## src/rtl/ipend_pkg.sv

```systemverilog
// Shared constants and types for the interrupt pending merge block.
// Assumes the standard pending-bit positions within an XLEN-wide word.
package ipend_pkg;
    localparam int unsigned SSI_POS = 1;
    localparam int unsigned MSI_POS = 3;
    localparam int unsigned SEI_POS = 9;
    localparam int unsigned MEI_POS = 11;
    localparam int unsigned NUM_SRC = 4;

    // Dispatch order: the first field is the MSB (bit3).
    typedef struct packed {
        logic mei;
        logic sei;
        logic msi;
        logic ssi;
    } pend_t;
endpackage

```

## src/rtl/ipend_ssi_bit.sv

```systemverilog
// Supervisor software pending bit: a single flop shared by CSR writes and
// generator strobes. CSR writes win a same-cycle collision. Set requests are
// ignored while supervisor mode is absent; clears are always honoured.
module ipend_ssi_bit (
    input  logic clk,
    input  logic rst_n,
    input  logic s_present,
    input  logic csr_we,
    input  logic csr_val,
    input  logic gen_we,
    input  logic gen_val,
    output logic ssi_q
);
    logic ssi_d;

    // Next-state: generator first, CSR write overrides.
    always_comb begin
        ssi_d = ssi_q;
        if (gen_we) begin
            ssi_d = gen_val ? (s_present | ssi_q) : 1'b0;
        end
        if (csr_we) begin
            ssi_d = csr_val ? (s_present | ssi_q) : 1'b0;
        end
    end

    // State flop with synchronous active-low reset.
    always_ff @(posedge clk) begin
        if (!rst_n) ssi_q <= 1'b0;
        else        ssi_q <= ssi_d;
    end

    AST_CSR_CLEAR_WINS: assert property (@(posedge clk) disable iff (!rst_n)
        (csr_we && !csr_val) |=> !ssi_q);
    AST_CSR_SET_TAKES: assert property (@(posedge clk) disable iff (!rst_n)
        (csr_we && csr_val && s_present) |=> ssi_q);
    AST_GEN_SET_TAKES: assert property (@(posedge clk) disable iff (!rst_n)
        (gen_we && gen_val && !csr_we && s_present) |=> ssi_q);
    AST_NO_SET_ABSENT: assert property (@(posedge clk) disable iff (!rst_n)
        (!s_present && !ssi_q) |=> !ssi_q);
endmodule

```

## src/rtl/ipend_sei_merge.sv

```systemverilog
// Supervisor external pending: a software latch ORed with the platform level.
// Exposes the merged value and the latch-only value, both masked by
// supervisor presence. Latch writes are dropped while supervisor is absent.
module ipend_sei_merge (
    input  logic clk,
    input  logic rst_n,
    input  logic s_present,
    input  logic wr_en,
    input  logic wr_val,
    input  logic plat_sei,
    output logic sei_latch_vis,
    output logic sei_merged_vis
);
    logic latch_q;

    // Software latch, written only while supervisor mode exists.
    always_ff @(posedge clk) begin
        if (!rst_n)                  latch_q <= 1'b0;
        else if (wr_en && s_present) latch_q <= wr_val;
    end

    // Visible values: hidden entirely when supervisor mode is absent.
    always_comb begin
        sei_latch_vis  = latch_q & s_present;
        sei_merged_vis = (latch_q | plat_sei) & s_present;
    end

    AST_MERGE_COVERS_LATCH: assert property (@(posedge clk) disable iff (!rst_n)
        sei_latch_vis |-> sei_merged_vis);
    AST_LATCH_FROZEN_ABSENT: assert property (@(posedge clk) disable iff (!rst_n)
        !s_present |=> (latch_q == $past(latch_q)));
    AST_LATCH_LOADS: assert property (@(posedge clk) disable iff (!rst_n)
        (wr_en && s_present) |=> (sei_latch_vis == $past(wr_val) || !s_present));
endmodule

```

## src/rtl/ipend_dispatch_reg.sv

```systemverilog
// Registered pending vector for the dispatcher, one flop per source.
// Assumes the sources are already merged and masked for visibility.
module ipend_dispatch_reg #(
    parameter int unsigned WIDTH = 4
) (
    input  logic             clk,
    input  logic             rst_n,
    input  logic [WIDTH-1:0] d,
    output logic [WIDTH-1:0] q
);
    for (genvar i = 0; i < WIDTH; i++) begin : g_bit
        // One pipeline flop per pending source.
        always_ff @(posedge clk) begin
            if (!rst_n) q[i] <= 1'b0;
            else        q[i] <= d[i];
        end
    end
endmodule

```

## src/rtl/ipend_merge.sv

```systemverilog
// Top of the interrupt pending merge block. Builds the machine and
// supervisor views for CSR reads, the read-modify-write old value (latch-only
// supervisor external bit), and the registered dispatch vector.
// Assumes XLEN is at least 12 so that all pending positions exist.
module ipend_merge #(
    parameter int unsigned XLEN = 32
) (
    input  logic            clk,
    input  logic            rst_n,
    input  logic            s_present,
    input  logic            plat_mei,
    input  logic            plat_msi,
    input  logic            plat_sei,
    input  logic            gen_ssi_we,
    input  logic            gen_ssi_val,
    input  logic            csr_view_s,
    input  logic            csr_we,
    input  logic            csr_wr_ssi,
    input  logic            csr_wr_sei,
    output logic [XLEN-1:0] csr_rdata,
    output logic [XLEN-1:0] csr_rmw_old,
    output logic [3:0]      irq_pend
);
    import ipend_pkg::*;

    localparam logic [XLEN-1:0] S_MASK =
        (XLEN'(1) << SSI_POS) | (XLEN'(1) << SEI_POS);

    logic  ssi_q;
    logic  ssi_vis;
    logic  sei_latch_vis;
    logic  sei_merged_vis;
    pend_t pend_now;
    logic [XLEN-1:0] m_read;
    logic [XLEN-1:0] m_rmw;

    ipend_ssi_bit u_ssi (
        .clk       (clk),
        .rst_n     (rst_n),
        .s_present (s_present),
        .csr_we    (csr_we),
        .csr_val   (csr_wr_ssi),
        .gen_we    (gen_ssi_we),
        .gen_val   (gen_ssi_val),
        .ssi_q     (ssi_q)
    );

    ipend_sei_merge u_sei (
        .clk            (clk),
        .rst_n          (rst_n),
        .s_present      (s_present),
        .wr_en          (csr_we && !csr_view_s),
        .wr_val         (csr_wr_sei),
        .plat_sei       (plat_sei),
        .sei_latch_vis  (sei_latch_vis),
        .sei_merged_vis (sei_merged_vis)
    );

    // Visible source set, in dispatch order.
    always_comb begin
        ssi_vis      = ssi_q & s_present;
        pend_now.ssi = ssi_vis;
        pend_now.msi = plat_msi;
        pend_now.sei = sei_merged_vis;
        pend_now.mei = plat_mei;
    end

    // Machine-view words: merged for reads, latch-only SEI for RMW.
    always_comb begin
        m_read          = '0;
        m_read[SSI_POS] = ssi_vis;
        m_read[MSI_POS] = plat_msi;
        m_read[SEI_POS] = sei_merged_vis;
        m_read[MEI_POS] = plat_mei;
        m_rmw           = m_read;
        m_rmw[SEI_POS]  = sei_latch_vis;
    end

    // View select: the supervisor view keeps only supervisor positions.
    always_comb begin
        csr_rdata   = csr_view_s ? (m_read & S_MASK) : m_read;
        csr_rmw_old = csr_view_s ? (m_rmw & S_MASK)  : m_rmw;
    end

    ipend_dispatch_reg #(.WIDTH(NUM_SRC)) u_disp (
        .clk   (clk),
        .rst_n (rst_n),
        .d     (pend_now),
        .q     (irq_pend)
    );

    AST_MACH_LINES: assert property (@(posedge clk) disable iff (!rst_n)
        !csr_view_s |-> (csr_rdata[MEI_POS] == plat_mei && csr_rmw_old[MSI_POS] == plat_msi));
    AST_RMW_LATCH_ONLY: assert property (@(posedge clk) disable iff (!rst_n)
        (!csr_view_s && s_present) |-> (csr_rdata[SEI_POS] == (csr_rmw_old[SEI_POS] | plat_sei)));
    AST_S_HIDDEN: assert property (@(posedge clk) disable iff (!rst_n)
        !s_present |-> (!csr_rdata[SSI_POS] && !csr_rdata[SEI_POS] && !csr_rmw_old[SEI_POS]));
    AST_SEI_SHOWN: assert property (@(posedge clk) disable iff (!rst_n)
        (s_present && plat_sei) |-> csr_rdata[SEI_POS]);
    AST_SVIEW_MASK: assert property (@(posedge clk) disable iff (!rst_n)
        csr_view_s |-> ((csr_rdata & ~S_MASK) == '0));
    AST_DISPATCH_LAG: assert property (@(posedge clk) disable iff (!rst_n)
        !csr_view_s |=> (irq_pend == {$past(csr_rdata[MEI_POS]), $past(csr_rdata[SEI_POS]),
                                      $past(csr_rdata[MSI_POS]), $past(csr_rdata[SSI_POS])}));
endmodule

```

## config.mk

```make
export PLATFORM = sky130hd
export DESIGN_NAME = ipend_merge
export DESIGN_NICKNAME = d
export VERILOG_FILES = /design/src/rtl/ipend_pkg.sv /design/src/rtl/ipend_ssi_bit.sv /design/src/rtl/ipend_sei_merge.sv /design/src/rtl/ipend_dispatch_reg.sv /design/src/rtl/ipend_merge.sv
export SDC_FILE = /design/constraint.sdc
export NUM_CORES = 1
export LEC_CHECK = 0
export ABC_AREA = 1
export BUFFER_PORTS_ARGS = -buffer_cell sky130_fd_sc_hd__buf_2
export CORE_UTILIZATION = 34
export CTS_CLUSTER_DIAMETER = 30
export DETAILED_ROUTE_END_ITERATION = 8
export GPL_ROUTABILITY_DRIVEN = 0
export PLACE_DENSITY = 0.87
export SLEW_MARGIN = 20
export SYNTH_ARGS = -nofsm -noshare
export SYNTH_HDL_FRONTEND = slang
export SYNTH_SLANG_ARGS = --single-unit
```

## constraint.sdc

```tcl
create_clock -name clk -period 0.9 [get_ports clk]
set_input_delay 0.18 -clock clk [delete_from_list [all_inputs] [get_ports clk]]
set_output_delay 0.18 -clock clk [all_outputs]
set_load 0.05 [all_outputs]
```

==> impl_metrics.toml, run 1 <==
[sta]
period_share_pct = 120
hold_viol = 0
period_minus_slack_ns = 1.08
rsz0062_at_grt = "true"
timing.final.ws_setup_ns = -0.184
finalSetupViolCount = 5
timing.fmax_ghz = 0.922
slew_viol_final = 0
finClkSkew_ns = 0.00791

[logic_synthesis]
synth_seq_cells = 6
ys_seq_area_share_pct = 16.5
syn-cell-area_um2 = 728
synthDistinctLibCells = 8
yosysWarningCount = 0
avgSynthCellArea_um2 = 6.94
synth_cells = 105

[power]
powerDensity_nw_per_um2 = 1660
peakVddDrop_uv = 593
power_w = 0.00129
p_leak_nw = 0.503

[finish]
final_cells = 154
area.sequential_um2 = 128
multiInputGateArea_um2 = 323
n_fill_cell = 204
layout-drive-gt1-share_pct = 34.6
syn_to_final_growth_pct = 6.70
nets = 141
num_antenna_cells = 0

[floorplanning]
dieArea_um2 = 2330
core_area_um2 = 1980
initial_core_util_pct = 36.7
ios = 80
die_width_um = 48.3
die_h_um = 48.3
rows = 16

[routing]
drt_iter0_markers = 0
antenna_left = 0
drc_errors = 0
via_count = 489
first_pass_iters = 1
via_per_inst = 3.18
routedWlPerCell_um = 7.31
wl_um = 1130

[clock_network]
cts_buffers = 3
root_buffer = "clkbuf_4"
path_clk_slew_ns = 0.05
clk_latency_ns = 0.25
cts_sinks = 6
cts_tree = "yes"
cts_buffer_depth = 2
cts_max_level = 1

[worst_setup_path]
criticalPathCategory = "reg -> out"
cp_slowest_cell = "dfxtp_2"
cp.arrival_ns = 0.90
start_kind = "flop"
cp_cell_sequence = "nor2_2 -> nor2_2 -> buf_6"
cp_common_cell = "nor2_2"
cp_max_fo = 3
required_ns = 0.72
end_kind = "output port"
slowest_delay_ns = 0.33

[grt]
grt_usage_pct = 7.96
antenna_found_initial = 0
grt_max_degree = 6
grt_remaining_overflow = 0
grt_pass1_vias = 312
grt_pass1_wl_um = 1150

[outcome]
status = "finished with violations"
failed_checks = "setup timing"

[flow_run]
cap_violations = 0

[min_path]
worstHoldPathType = "in -> reg"

[place]
dpl.cell_count = 149
io_buffers = 23
post-dp-hpwl_um = 731
[worst max-delay path: cells and delay by family (launching register included)]
| family | cells | cell delay [ns] |
|---|---|---|
| flops | 1 | 0.33 |
| simple gates | 2 | 0.18 |
| buf+inv | 1 | 0.14 |
[kinds of logic (layout without fill, tap and decap cells)]
group	Yosys count	after routing	share of synthesized area (%)
DFF	6	6	16.5
other	1	56	0.515
and+or+nand+nor	23	23	12.4
buffers and inverters	75	42	70.6
[sequential cells by signal, summed over array words and instances, names as in the netlist]
| signal | cells |
|---|---|
| u_disp.q | 4 |
| u_ssi.ssi_q | 1 |
| u_sei.latch_q | 1 |
[path summary, 6_finish.rpt]
path              slack (ns)                          to  cells after the start                       start
setup / recovery       -0.18                csr_rdata[9]                      3  u_sei.latch_q$_SDFFE_PN0P_
hold / removal          0.14      u_disp.q[1]$_SDFF_PN0_                      3                    plat_msi
setup reg to reg        0.09    u_ssi.ssi_q$_SDFFE_PN0P_                      5    u_ssi.ssi_q$_SDFFE_PN0P_
hold reg to reg         0.54  u_sei.latch_q$_SDFFE_PN0P_                      4  u_sei.latch_q$_SDFFE_PN0P_
[layout by cell type (no fill, tap or decap)]
cell / Yosys / routed
clkbuf_4: 0 / 3
nor2_1: 10 / 6
nor2_2: 0 / 2
buf_8: 0 / 6
buf_4: 62 / 3
nand3_1: 2 / 2
nor2_4: 0 / 2
buf_6: 0 / 1
inv_4: 0 / 1
inv_1: 13 / 9
inv_2: 0 / 3
buf_2: 0 / 15
buf_12: 0 / 1
nand2_2: 0 / 1
conb_1: 1 / 56
dfxtp_2: 0 / 6
nor3_1: 1 / 1
nand2_1: 10 / 9
[area by class of cell]
cell class                 instances  area share [%]
multi-input combinational         79            41.5
clock buffer                       3            2.90
inverter                          13            6.60
tap                               27            4.35
timing repair buffer              26            28.2
sequential                         6            16.4
[power by group]
part	leakage (nW)	switching, W	internal [W]	total, W
combinational	0.438	0.000663	0.0000913	0.000754
clock	0.0138	0.0000934	0.000151	0.000244
sequential	0.0516	0.0000101	0.000283	0.000293
total	0.503	0.000766	0.000525	0.00129
[synthesized netlist by cell type]
| library cell | instances | area (um2) |
|---|---|---|
| nor3_1 | 1 | 5.00 |
| conb_1 | 1 | 3.75 |
| nand3_1 | 2 | 10.0 |
| dfxtp_1 | 6 | 120 |
| inv_1 | 13 | 48.8 |
| buf_4 | 62 | 465 |
| nand2_1 | 10 | 37.5 |
| nor2_1 | 10 | 37.5 |
[layer usage]
metal	up-vias	track usage, %	wire (um)
met4	0	8.33	23
met1	208	4.19	315
met3	4	2.59	140
li1	233	-	-
met2	44	17.1	645
met5	-	0	0
[timing repair]
action / in CTS / in global routing
hold buffers: 0 / 0
setup buffers: 1 / 1
endpoints found under the setup margin: 8 / 8
hold endpoints to repair: 0 / 0
resized for setup: 24 / 12
[metrics by stage]
stage | instance area [um2] | hold WS [ns] | util [%] | TNS, ns | setup WS [ns]
CTS | 737 | 0.141 | 37.2 | -0.584 | -0.203
global placement | 641 | 0.391 | 32.3 | 0 | 0.0110
finish | 777 | 0.143 | 39.2 | -0.614 | -0.184
floorplan | 957 | 0.273 | - | 0 | 0.00785
detailed placement | 641 | 0.394 | 32.3 | -0.0143 | -0.0143
global route | 777 | 0.145 | 39.2 | -0.858 | -0.236
No activity file was read; power rests on OpenSTA's default activity.
==> run 2: changes to the inputs <==
--- a/config.mk
+++ b/config.mk
@@ -7,11 +7,11 @@
 export LEC_CHECK = 0
 export ABC_AREA = 1
 export BUFFER_PORTS_ARGS = -buffer_cell sky130_fd_sc_hd__buf_2
-export CORE_UTILIZATION = 34
+export CORE_UTILIZATION = 35
 export CTS_CLUSTER_DIAMETER = 30
 export DETAILED_ROUTE_END_ITERATION = 8
 export GPL_ROUTABILITY_DRIVEN = 0
-export PLACE_DENSITY = 0.87
+export PLACE_DENSITY = 0.89
 export SLEW_MARGIN = 20
 export SYNTH_ARGS = -nofsm -noshare
 export SYNTH_HDL_FRONTEND = slang
==> constraint.sdc (replaced) <==
create_clock -name clk -period 1.25 [get_ports clk]
set_input_delay 0.25 -clock clk [delete_from_list [all_inputs] [get_ports clk]]
set_output_delay 0.25 -clock clk [all_outputs]
set_load 0.05 [all_outputs]
==> impl_metrics.toml, run 2 (synthesis results as in run 1) <==
[power]
peakVddDrop_uv = 392
powerDensity_nw_per_um2 = 1320
p_leak_nw = 0.475
power_w = 0.000879

[outcome]
status = "complete, no violations"

[clock_network]
clk_latency_ns = 0.23
cts_tree = "yes"
cts_buffer_depth = 2
cts_buffers = 3
cts-hold-fix-buffers = 0
path_clk_slew_ns = 0.04
cts_max_level = 1
root_buffer = "clkbuf_4"
cts_sinks = 6

[finish]
n_fill_cell = 241
syn_to_final_growth_pct = -8.59
largest_register_ffs = 4
layout-drive-gt1-share_pct = 22.6
area.sequential_um2 = 120
nets = 138
final_util_pct = 33.9
final_common_cell = "conb_1"
reg.largest.list = "u_disp.q (4), u_sei.latch_q (1), u_ssi.ssi_q (1)"
final_cell_mix = "conb_1 (56), buf_2 (19), inv_1 (13)"
multiInputGateArea_um2 = 315
regMostFlops = "u_disp.q"
num_antenna_cells = 0

[sta]
period_share_pct = 94.9
slew_viol_final = 0
timing.fmax_ghz = 0.843
hold_viol = 0
finClkSkew_ns = 0.00130
rsz0062_at_grt = "false"
period_minus_slack_ns = 1.19
tns_ns = 0
finalSetupViolCount = 0
hold-worst-slack_ns = 0.207
timing.final.ws_setup_ns = 0.0643

[min_path]
holdCritStartpoint = "plat_mei"
holdPathEnd = "u_disp.q[3]$_SDFF_PN0_"
whs_path_depth = 3
worstHoldPathType = "in -> reg"

[worst_setup_path]
r2r-end = "u_ssi.ssi_q$_SDFFE_PN0P_"
start_kind = "flop"
r2r_cells = 4
path_buf_inv = 1
r2r_slack_ns = 0.59
cp_slowest_cell = "dfxtp_1"
end_kind = "output port"
cp.arrival_ns = 0.94
cp_common_cell = "nor2_1"
cp_max_fo = 3
r2r_start = "u_ssi.ssi_q$_SDFFE_PN0P_"
cp-startpoint = "u_sei.latch_q$_SDFFE_PN0P_"
criticalPathCategory = "reg -> out"
slowest_delay_ns = 0.35
required_ns = 1.00
cp_cell_sequence = "nor2_1 -> nor2_1 -> buf_4"
cp_top_family = "flip-flops"

[routing]
wl_um = 903
drt_iter0_markers = 7
via_per_inst = 3.03
routedWlPerCell_um = 5.98
drc_errors = 0
antenna_left = 0
via_count = 457
first_pass_iters = 5

[floorplanning]
die_width_um = 47.6
die_h_um = 47.6
core_area_um2 = 1960
rows = 16
dieArea_um2 = 2270
initial_core_util_pct = 37.1
ios = 80

[grt]
grt_max_degree = 6
grt_remaining_overflow = 0
antenna_found_initial = 0
grt_pass1_wl_um = 931
grt_pass1_vias = 257
grt_usage_pct = 6.40

[place]
io_buffers = 23
post-dp-hpwl_um = 834
dp_slack_ns = 0.223

[flow_run]
cap_violations = 0
[run 2: cell count changes in the layout (fill, tap and decap cells not counted), sizes merged]
cell    delta
buf        -5
clkbuf     +2
[run 2: final cells by class]
class,count,share of cell area [%]
clock buffer,3,3.38
sequential,6,18.0
multi-input combinational,79,47.4
timing repair buffer,23,18.8
tap,27,5.08
inverter,13,7.33
[run 2: layer usage]
metal	wire length (um)	GRT usage, %
met1	251	3.36
met2	533	14.5
met3	119	2.26
met4	0	5.00
met5	0	0
[run 2: tightest hold or removal path, cell delays in order]
cell and delay (ns):
buf_2 0.08, nand2_1 0.04, inv_1 0.04
[run 2: per-stage QoR]
step,cell area (um2),std cells
CTS,658,151
detailed placement,633,148
global route,666,151
global placement,633,148
finish,666,151
floorplan,950,160
[run 2: report_power, final]
group          total, W  switching [W]  internal (W)
combinational  0.000508       0.000468     0.0000399
clock          0.000166      0.0000584      0.000108
sequential     0.000205     0.00000329      0.000202
total          0.000879       0.000530      0.000349
[run 2: worst max path at each step]
| stage | end | slack, ns | depth (start not counted) |
|---|---|---|---|
| final | csr_rdata[9] | 0.06 | 3 |
| after global routing | csr_rdata[9] | 0.006 | 3 |
| after CTS | csr_rmw_old[9] | 0.02 | 3 |
| after detailed placement | csr_rdata[9] | 0.22 | 4 |
| after global placement | csr_rdata[9] | 0.23 | 4 |
| after floorplan | csr_rmw_old[11] | 0.17 | 3 |
[run 2: repair_timing]
item,CTS,global route
pin swaps,0,0
endpoints found under the setup margin,1,3
resized for setup,1,4
setup buffers,0,0
==> run 3: changes to the inputs <==
--- a/config.mk
+++ b/config.mk
@@ -7,6 +7,7 @@
 export LEC_CHECK = 0
 export ABC_AREA = 1
 export BUFFER_PORTS_ARGS = -buffer_cell sky130_fd_sc_hd__buf_2
+export CORE_ASPECT_RATIO = 0.8
 export CORE_UTILIZATION = 35
 export CTS_CLUSTER_DIAMETER = 30
 export DETAILED_ROUTE_END_ITERATION = 8
==> impl_metrics.toml, run 3 (synthesis results as in run 1) <==
[outcome]
status = "complete, no violations"

[worst_setup_path]
start_kind = "flop"
r2r-end = "u_ssi.ssi_q$_SDFFE_PN0P_"
required_ns = 1.00
r2r_slack_ns = 0.60
r2r_cells = 4
criticalPathCategory = "reg -> out"
cp.arrival_ns = 0.94
end_kind = "output port"
cp_max_fo = 3
r2r_start = "u_ssi.ssi_q$_SDFFE_PN0P_"

[floorplanning]
dieArea_um2 = 2270
core_area_um2 = 1930
ios = 80
initial_core_util_pct = 37.8
rows = 14
die_h_um = 42.8
die_width_um = 53.0

[finish]
regMostFlops = "u_disp.q"
syn_to_final_growth_pct = -9.79
area.sequential_um2 = 120
final_cells = 148
multiInputGateArea_um2 = 315
reg.largest.list = "u_disp.q (4), u_sei.latch_q (1), u_ssi.ssi_q (1)"
final_util_pct = 34.1
nets = 138
n_fill_cell = 202
final_cell_mix = "conb_1 (56), buf_2 (21), inv_1 (13)"
layout-drive-gt1-share_pct = 22.6
num_antenna_cells = 0
largest_register_ffs = 4
final_common_cell = "conb_1"
design_area_um2 = 657

[routing]
routedWlPerCell_um = 5.24
drc_errors = 0
antenna_left = 0
first_pass_iters = 1
drt_iter0_markers = 0
via_per_inst = 3.00
wl_um = 775
via_count = 444

[sta]
slew_viol_final = 0
tns_ns = 0
finClkSkew_ns = 0.000834
hold_viol = 0
finalSetupViolCount = 0
timing.final.ws_setup_ns = 0.0573
period_minus_slack_ns = 1.19
timing.fmax_ghz = 0.838
period_share_pct = 95.4
rsz0062_at_grt = "false"

[min_path]
holdPathEnd = "u_disp.q[1]$_SDFF_PN0_"
worstHoldPathType = "in -> reg"
holdCritStartpoint = "plat_msi"
whs_path_depth = 3

[grt]
grt_usage_pct = 6.13
grt_remaining_overflow = 0
grt_pass1_vias = 263
grt_pass1_wl_um = 945
grt_max_degree = 6
antenna_found_initial = 0

[clock_network]
path_clk_slew_ns = 0.04
cts_sinks = 6
clk_latency_ns = 0.24
cts_buffers = 3
cts_tree = "yes"
cts-hold-fix-buffers = 0
cts_buffer_depth = 2
root_buffer = "clkbuf_4"
cts_max_level = 1
cts_setup_buffers = 0

[place]
dp_slack_ns = 0.224
placed_area_um2 = 629
post-dp-hpwl_um = 680
dpl.cell_count = 145
io_buffers = 23

[flow_run]
cap_violations = 0

[power]
peakVddDrop_uv = 443
powerDensity_nw_per_um2 = 1340
p_leak_nw = 0.476
[run 3: cell count changes in the layout (fill, tap and decap cells not counted), sizes merged]
cell / previous run / this run
buf: 21 / 22
clkbuf: 5 / 4
[run 3: cell type report]
| type | count | share of cell area, % |
|---|---|---|
| Timing Repair Buffer | 23 | 18.3 |
| Sequential cell | 6 | 18.3 |
| Tap cell | 24 | 4.57 |
| Multi-Input combinational cell | 79 | 48.0 |
| Inverter | 13 | 7.43 |
| Clock buffer | 3 | 3.43 |
[run 3: critical path, cell delays in order, from the launching register on]
cell and delay, ns:
dfxtp_1 0.32, nor2_1 0.15, nor2_1 0.05, buf_4 0.18
[run 3: stage by stage]
step                total power [W]  hold WS, ns
detailed placement         0.000709        0.448
finish                     0.000882        0.211
global placement           0.000707        0.447
global route               0.000934        0.205
CTS                        0.000888        0.202
floorplan                  0.000816        0.343
[run 3: what timing repair did]
item / in CTS / in global routing
gates cloned: 0 / 0
setup endpoints to repair: 1 / 1
gates resized for setup: 1 / 1
[run 3: how the worst max path moves through the flow]
stage | from | end | cells past startpoint
after CTS | u_sei.latch_q$_SDFFE_PN0P_ | csr_rdata[9] | 3
after detailed placement | s_present | csr_rdata[9] | 4
after global placement | s_present | csr_rdata[9] | 4
after global routing | u_sei.latch_q$_SDFFE_PN0P_ | csr_rmw_old[9] | 3
final | u_sei.latch_q$_SDFFE_PN0P_ | csr_rdata[9] | 3
after floorplan | plat_mei | csr_rmw_old[11] | 3
[run 3: power by group]
| group | internal [W] | switching, W | total (W) |
|---|---|---|---|
| combinational | 0.0000386 | 0.000466 | 0.000504 |
| sequential | 0.000201 | 0.00000335 | 0.000205 |
| clock | 0.000108 | 0.0000649 | 0.000173 |
[run 3: per-layer routing]
metal | up-vias | part of all wire, % | GRT usage (%)
met5 | - | 0 | 0
met1 | 177 | 32 | 5.53
met2 | 40 | 53 | 10.1
met3 | 2 | 14 | 1.08
met4 | 0 | 0.65 | 7.89
li1 | 225 | - | -
